$ cat src/rtl/vbranch_unit.sv
module vbranch_unit #(
  parameter int VW   = 128,
  parameter int AW   = 32,
  parameter int IW   = 16,
  parameter int OFFW = 10
) (
  input  logic          clk,
  input  logic          rst_n,
  input  logic          chk_en,
  input  logic [AW-1:0] cur_pc,
  input  logic [IW-1:0] imm,
  input  logic [1:0]    cond,
  input  logic [1:0]    fmt,
  input  logic [VW-1:0] vec,
  output logic          taken,
  output logic [AW-1:0] next_pc,
  output logic          slot_exec,
  output logic          range_err
);
  localparam int NB = VW / 8;
  localparam int NH = VW / 16;
  localparam int NW = VW / 32;
  localparam int ND = VW / 64;

  logic [NB-1:0] bz;
  logic [NH-1:0] hz;
  logic [NW-1:0] wz;
  logic [ND-1:0] dz;

  for (genvar i = 0; i < NB; i++) begin : g_b
    assign bz[i] = (vec[8*i +: 8] == '0);
  end
  for (genvar i = 0; i < NH; i++) begin : g_h
    assign hz[i] = (vec[16*i +: 16] == '0);
  end
  for (genvar i = 0; i < NW; i++) begin : g_w
    assign wz[i] = (vec[32*i +: 32] == '0);
  end
  for (genvar i = 0; i < ND; i++) begin : g_d
    assign dz[i] = (vec[64*i +: 64] == '0);
  end

  logic lane_zero;
  always_comb begin
    unique case (fmt)
      2'd0:    lane_zero = |bz;
      2'd1:    lane_zero = |hz;
      2'd2:    lane_zero = |wz;
      default: lane_zero = |dz;
    endcase
  end

  logic vec_zero;
  assign vec_zero = &dz;

  logic take_d;
  always_comb begin
    unique case (cond)
      2'd0:    take_d = vec_zero;
      2'd1:    take_d = !vec_zero;
      2'd2:    take_d = lane_zero;
      default: take_d = !lane_zero;
    endcase
  end

  logic [AW-1:0] disp;
  assign disp = {{(AW-OFFW-2){imm[OFFW-1]}}, imm[OFFW-1:0], 2'b00};

  logic [AW-1:0] npc_d;
  assign npc_d = take_d ? cur_pc + AW'(4) + disp : cur_pc + AW'(8);

  logic [5:0] mid;
  logic       bad_imm;
  assign mid     = imm[7:2];
  assign bad_imm = imm[IW-1] ? (mid != 6'h3F) : (mid != 6'h00);

  always_ff @(posedge clk) begin
    if (!rst_n) begin
      taken     <= 1'b0;
      next_pc   <= '0;
      slot_exec <= 1'b0;
      range_err <= 1'b0;
    end else begin
      taken     <= take_d;
      next_pc   <= npc_d;
      slot_exec <= 1'b1;
      range_err <= chk_en && take_d && bad_imm;
    end
  end
endmodule


$ cat config.mk
export PLATFORM = sky130hd
export DESIGN_NAME = vbranch_unit
export DESIGN_NICKNAME = d
export VERILOG_FILES = /design/src/rtl/vbranch_unit.sv
export SDC_FILE = /design/constraint.sdc
export NUM_CORES = 1
export LEC_CHECK = 0
export BUFFER_PORTS_ARGS = -buffer_cell sky130_fd_sc_hd__clkbuf_2
export CORE_MARGIN = 3
export CORE_UTILIZATION = 39
export CTS_CLUSTER_SIZE = 16
export DETAILED_ROUTE_END_ITERATION = 10
export GPL_ROUTABILITY_DRIVEN = 0
export PLACE_DENSITY = 0.79
export SLEW_MARGIN = 20
export SYNTH_ARGS = -nofsm -noshare
export SYNTH_HDL_FRONTEND = slang
export SYNTH_SLANG_ARGS = --single-unit
$ cat constraint.sdc
create_clock -name clk -period 3.8 [get_ports clk]
set_clock_uncertainty 0.2 [all_clocks]
set_input_delay 0.76 -clock clk [delete_from_list [all_inputs] [get_ports clk]]
set_output_delay 0.76 -clock clk [all_outputs]
set_load 0.01 [all_outputs]
Yosys cells after proc, flatten, opt, wreduce, memory -nomap -nowiden
Cells that the tools add are included.
{"block": "op_classes", "addsub": 3, "eq_ne": 5, "muxes": 5, "n_reduce_logical": 42}
{"operator": "16-bit zero test", "n": 8}
{"operator": "32-bit zero test", "n": 4}
{"operator": "64-bit zero test", "n": 2}
{"operator": "8-bit zero test", "n": 16}
{"operator": "32-bit by 3-bit adder with 32-bit output (second input constant)", "n": 1}
{"operator": "32-bit adder", "n": 1}
{"operator": "32-bit by 4-bit adder with 32-bit output (second input constant)", "n": 1}
{"operator": "32-bit two-way mux", "n": 1}
{"operator": "16-bit OR reduction", "n": 1}
{"operator": "8-bit OR reduction", "n": 1}
{"operator": "6-bit != test (second input constant)", "n": 1}
{"operator": "1-bit one-hot mux with 3 select lines", "n": 2}
{"operator": "6-bit nonzero test", "n": 1}
{"operator": "2-bit by 1-bit == test with 1-bit output (second input constant)", "n": 2}
{"operator": "2-bit == test (second input constant)", "n": 2}
{"operator": "2-bit zero test", "n": 2}
{"operator": "4-bit OR reduction", "n": 1}
{"operator": "1-bit logical AND", "n": 2}
{"operator": "1-bit zero test", "n": 2}
{"operator": "1-bit two-way mux", "n": 2}
{"operator": "2-bit AND reduction", "n": 1}
{"operator": "2-bit OR reduction", "n": 1}
{"block": "word_totals", "ff_bits": 35, "input_bits": 183, "output_inout_bits": 35, "word_cells": 59}

Longest topological paths before layout
{"block": "logic_depth", "depth_word": 7, "depth_mapped": 15, "mapped_depth_nobuf": 15}

Worst setup path after synthesis
Ideal clock, no wire load.
{"block": "synth_timing", "path_kind": "input to register", "from": "input cur_pc[8]", "to": "register next_pc[30]", "setup_ns": 0.116, "t_arrival_ns": 3.074, "t_required_ns": 3.484, "path_slack_ns": 0.410, "cell_stages": 11, "n_path_buf": 0, "cell_sequence": "ha_1 > ha_1 > o21ai_0 > a2111oi_0 > a211oi_1 > nor2b_1 > a21oi_1 > o211ai_1 > a41oi_1 > xnor2_1 > o211a_1"}
{"block": "synth_via", "elab_chain_cells": 3, "word_cells_on_any_way": 4, "cone_classes": "add/sub (3); mux (1)"}
{"element": "start, declared", "line": "10", "source": "input logic [AW-1:0] cur_pc,"}
{"element": "32-bit by 3-bit adder with 32-bit output", "line": "70", "source": "assign npc_d = take_d ? cur_pc + AW'(4) + disp : cur_pc + AW'(8);"}
{"element": "32-bit adder", "line": "70"}
{"element": "32-bit two-way mux *", "line": "70"}
{"element": "end signal, assigned", "line": "85", "source": "next_pc <= npc_d;"}
{"element": "end, declared", "line": "16", "source": "output logic [AW-1:0] next_pc,"}
Every way passes the cells marked *; elsewhere a longest branch is shown, timed or not.
A chain may end at the register's enable or synchronous reset.

Final worst setup path
{"block": "layout_timing", "from": "input imm[9]", "to": "register next_pc[30]"}
{"block": "layout_via", "elab_chain_cells": 2}
{"element": "start, declared", "line": "11", "source": "input logic [IW-1:0] imm,"}
{"element": "32-bit adder", "line": "70"}
{"element": "32-bit two-way mux", "line": "70"}
No other way between the ends.

==> results by group <==
Run status
  – Outcome: complete, no violations

Yosys
  – Syn Nets: between 700 and 800
  – Yosys top cell area share: 0.1880
  – Post-synth top cells: ha_1, nand2_1, nor2_1
  – Mapped cell area: 0.003860 mm^2
  – Post-synth EDFFs: 0
  – Sequential fraction of the synthesis area: 0.1815
  – Ranking of synthesized cells by area: ha_1, dfxtp_1, xnor2_1
  – Top FF cell, synth: dfxtp_1
  – Ys Warns: 0
  – Post-Syn Instances: ~490
  – Synth cell types: 49
  – Async SR Flop Fraction: 0
  – FF+latch count, synth: 35
  – Most frequent cell after synthesis: ha_1
  – Syn_area_per_cell: between 7 and 8 um^2
  – Post-synth top area cell: ha_1

Clock network
  – Max Root-Sink Buffers: 2
  – CTS tree: built
  – Clk sinks: 35
  – Clk pin slew, worst setup/hold paths: 0.08 ns
  – Cts bufs inserted: 5
  – Setup bufs post-CTS: 0
  – CTS H-tree lvls: 2
  – Post-CTS Hold Fix Bufs: 0
  – Clk root buf: clkbuf_8

STA
  – Endpoints failing setup: 0
  – Count of final hold-check violations: 0
  – Fmax: between 200 and 300 MHz
  – Tcrit/Tclk final: 0.9590
  – Worst Setup Slack, final: between 0.15 and 0.2 ns
  – Fin. max-slew vios: 0
  – Tmin final: 3.644 ns
  – Final setup TNS: 0 ns
  – Slew HR: 0.6420
  – Worst-Margin Slew: approximately 0.54 ns

Detailed routing
  – DR pass1 iterations: 5
  – Remaining antenna violation count: 0
  – Post-DR wirelength/cell: 15.21 um
  – Final WL: between 10,000 and 15,000 um
  – DR DRC count: 0
  – Iter 0 DRT Violations: 191
  – Via count: between 4k and 5k
  – Vias per cell: 5.554

Worst setup path
  – Arrival @ worst endpoint: roughly 3.6 ns
  – Worst path max stage delay: between 0.4 and 0.5 ns
  – Crit-path max FO: 10
  – Crit-path cells: clkbuf_2 -> ha_1 -> ha_1 -> nand2_1 -> a2111oi_1 -> buf_4 -> a211oi_1 -> nor2b_1 -> a21oi_1 -> o211ai_1 -> a41oi_1 -> xnor2_1 -> o211a_1
  – WP data required: ~3.8 ns
  – Critical path class: in2reg
  – Type of origin of the critical path: input port
  – Crit path top cell by count: ha_1
  – CP max stage cell: a2111oi_1
  – Setup crit end kind: register

Die
  – Initial Util: 0.4100
  – Num rows: 35
  – CORE AREA: ~0.0094 mm^2
  – DIE AREA: between 0.01 and 0.015 mm^2
  – Die height: roughly 110 um
  – IO Pins: ~220
  – Die Wd: ~110 um

Global route
  – Grt ovf: 0
  – First-pass GRT wire length: ~21,000 um
  – Global-route usage over all layers: 0.2236
  – Antenna violations before repair: 0
  – Largest net degree at the start of global routing: 29
  – Vias in the first global route: 4,685

Final layout
  – Post-layout util: 0.5706
  – Fin cells: 857
  – Nets: 969
  – Multi-input gate area: 0.003082 mm^2
  – Share of cells above drive strength 1: 0.3516
  – ANT cells: 0
  – Area Overhead vs Synth: 39.19%
  – Fillers: 863
  – Sequential Area: between 700 and 800 um^2

Job
  – Max-cap violations: 0

Power and ir drop
  – Power per cell area: between 200 and 300 mW/mm^2
  – Worst vdd ir: ~0.00017 V
  – Final Power: 1.412 mW
  – Leak Pwr: 2.671 nW

Placed design
  – IO buf count: 212
  – DPL Wire Length: 11,230 um
  – Placed Cells: 849
  – Pre-CTS worst setup slack: -0.1927 ns

Min path
  – Worst Hold Class: in2reg
[registers in the layout, indices dropped and copies added, names as in the netlist]
name	count
next_pc	32
range_err	1
slot_exec	1
taken	1
[kinds of logic after synthesis]
| logic type | synth area share |
|---|---|
| AND/OR/NAND/NOR | 0.2613 |
| multiplexers | 0.005187 |
| XOR/XNOR | 0.1196 |
| flip-flops | 0.1815 |
| buffers and inverters | 0.02464 |
| adder cells (fa/ha/maj) | 0.1932 |
| AO/OA/AOI/OAI | 0.2146 |
[worst max-delay path, delay by kind of cell]
family	cells	cell delay, ns
AOI/OAI and AO/OA	6	1.30
adders and majority gates	2	0.70
buffers and inverters	2	0.41
and+or+nand+nor	2	0.28
xor gates and xnor gates	1	0.17
[area by class of cell]
type                            instances  area share
Timing Repair Buffer                  239      0.2375
Sequential cell                        35      0.1304
Inverter                               17     0.01188
Multi-Input combinational cell        429      0.5736
Tap cell                              129     0.03004
Clock buffer                            5     0.01281
Clock inverter                          3    0.003726
[layout by cell type (no fill, tap or decap), types with 22 or more instances in the layout]
| master | synthesis | final |
|---|---|---|
| clkbuf_2 | 0 | 212 |
| ha_1 | 58 | 58 |
| nand2_1 | 39 | 39 |
| nor2_1 | 38 | 38 |
| dfxtp_1 | 35 | 35 |
| nor4_1 | 33 | 33 |
| a211oi_1 | 30 | 29 |
| a21oi_1 | 28 | 28 |
| xnor2_1 | 27 | 27 |
| buf_4 | 1 | 26 |
| xor2_1 | 22 | 22 |
[per-stage QoR]
stage / hold slack, ns / instance area, um^2
5_1_grt: 0.4798 / 5373
3_3_place_gp: 0.7631 / 5278
6_report: 0.4694 / 5373
3_5_place_dp: 0.7702 / 5278
2_1_floorplan: 0.5877 / 3860
4_1_cts: 0.4652 / 5366
[worst paths after layout]
path	cells after the start	to	startpoint
worst max-delay path	13	next_pc[30]	imm[9]
worst min-delay path	2	next_pc[0]	cur_pc[0]
[per-layer routing]
layer	wire, um	vias to the layer above	global-route usage
met5	0	-	0
met4	397	0	0.08529
met3	954	28	0.02572
met2	6733	254	0.4240
met1	4950	2133	0.2526
li1	-	2345	-
[what timing repair did]
item,in CTS,in global routing
hold endpoints to repair,0,0
gates resized for setup,0,2
setup endpoints to repair,0,2
[report_power, final]
group / switching (mW) / internal, mW / leakage, nW
clock network: 0.147 / 0.127 / 0.0402
logic: 0.380 / 0.330 / 2.34
registers: 0.0138 / 0.413 / 0.292
No activity file was read; power rests on OpenSTA's default activity.
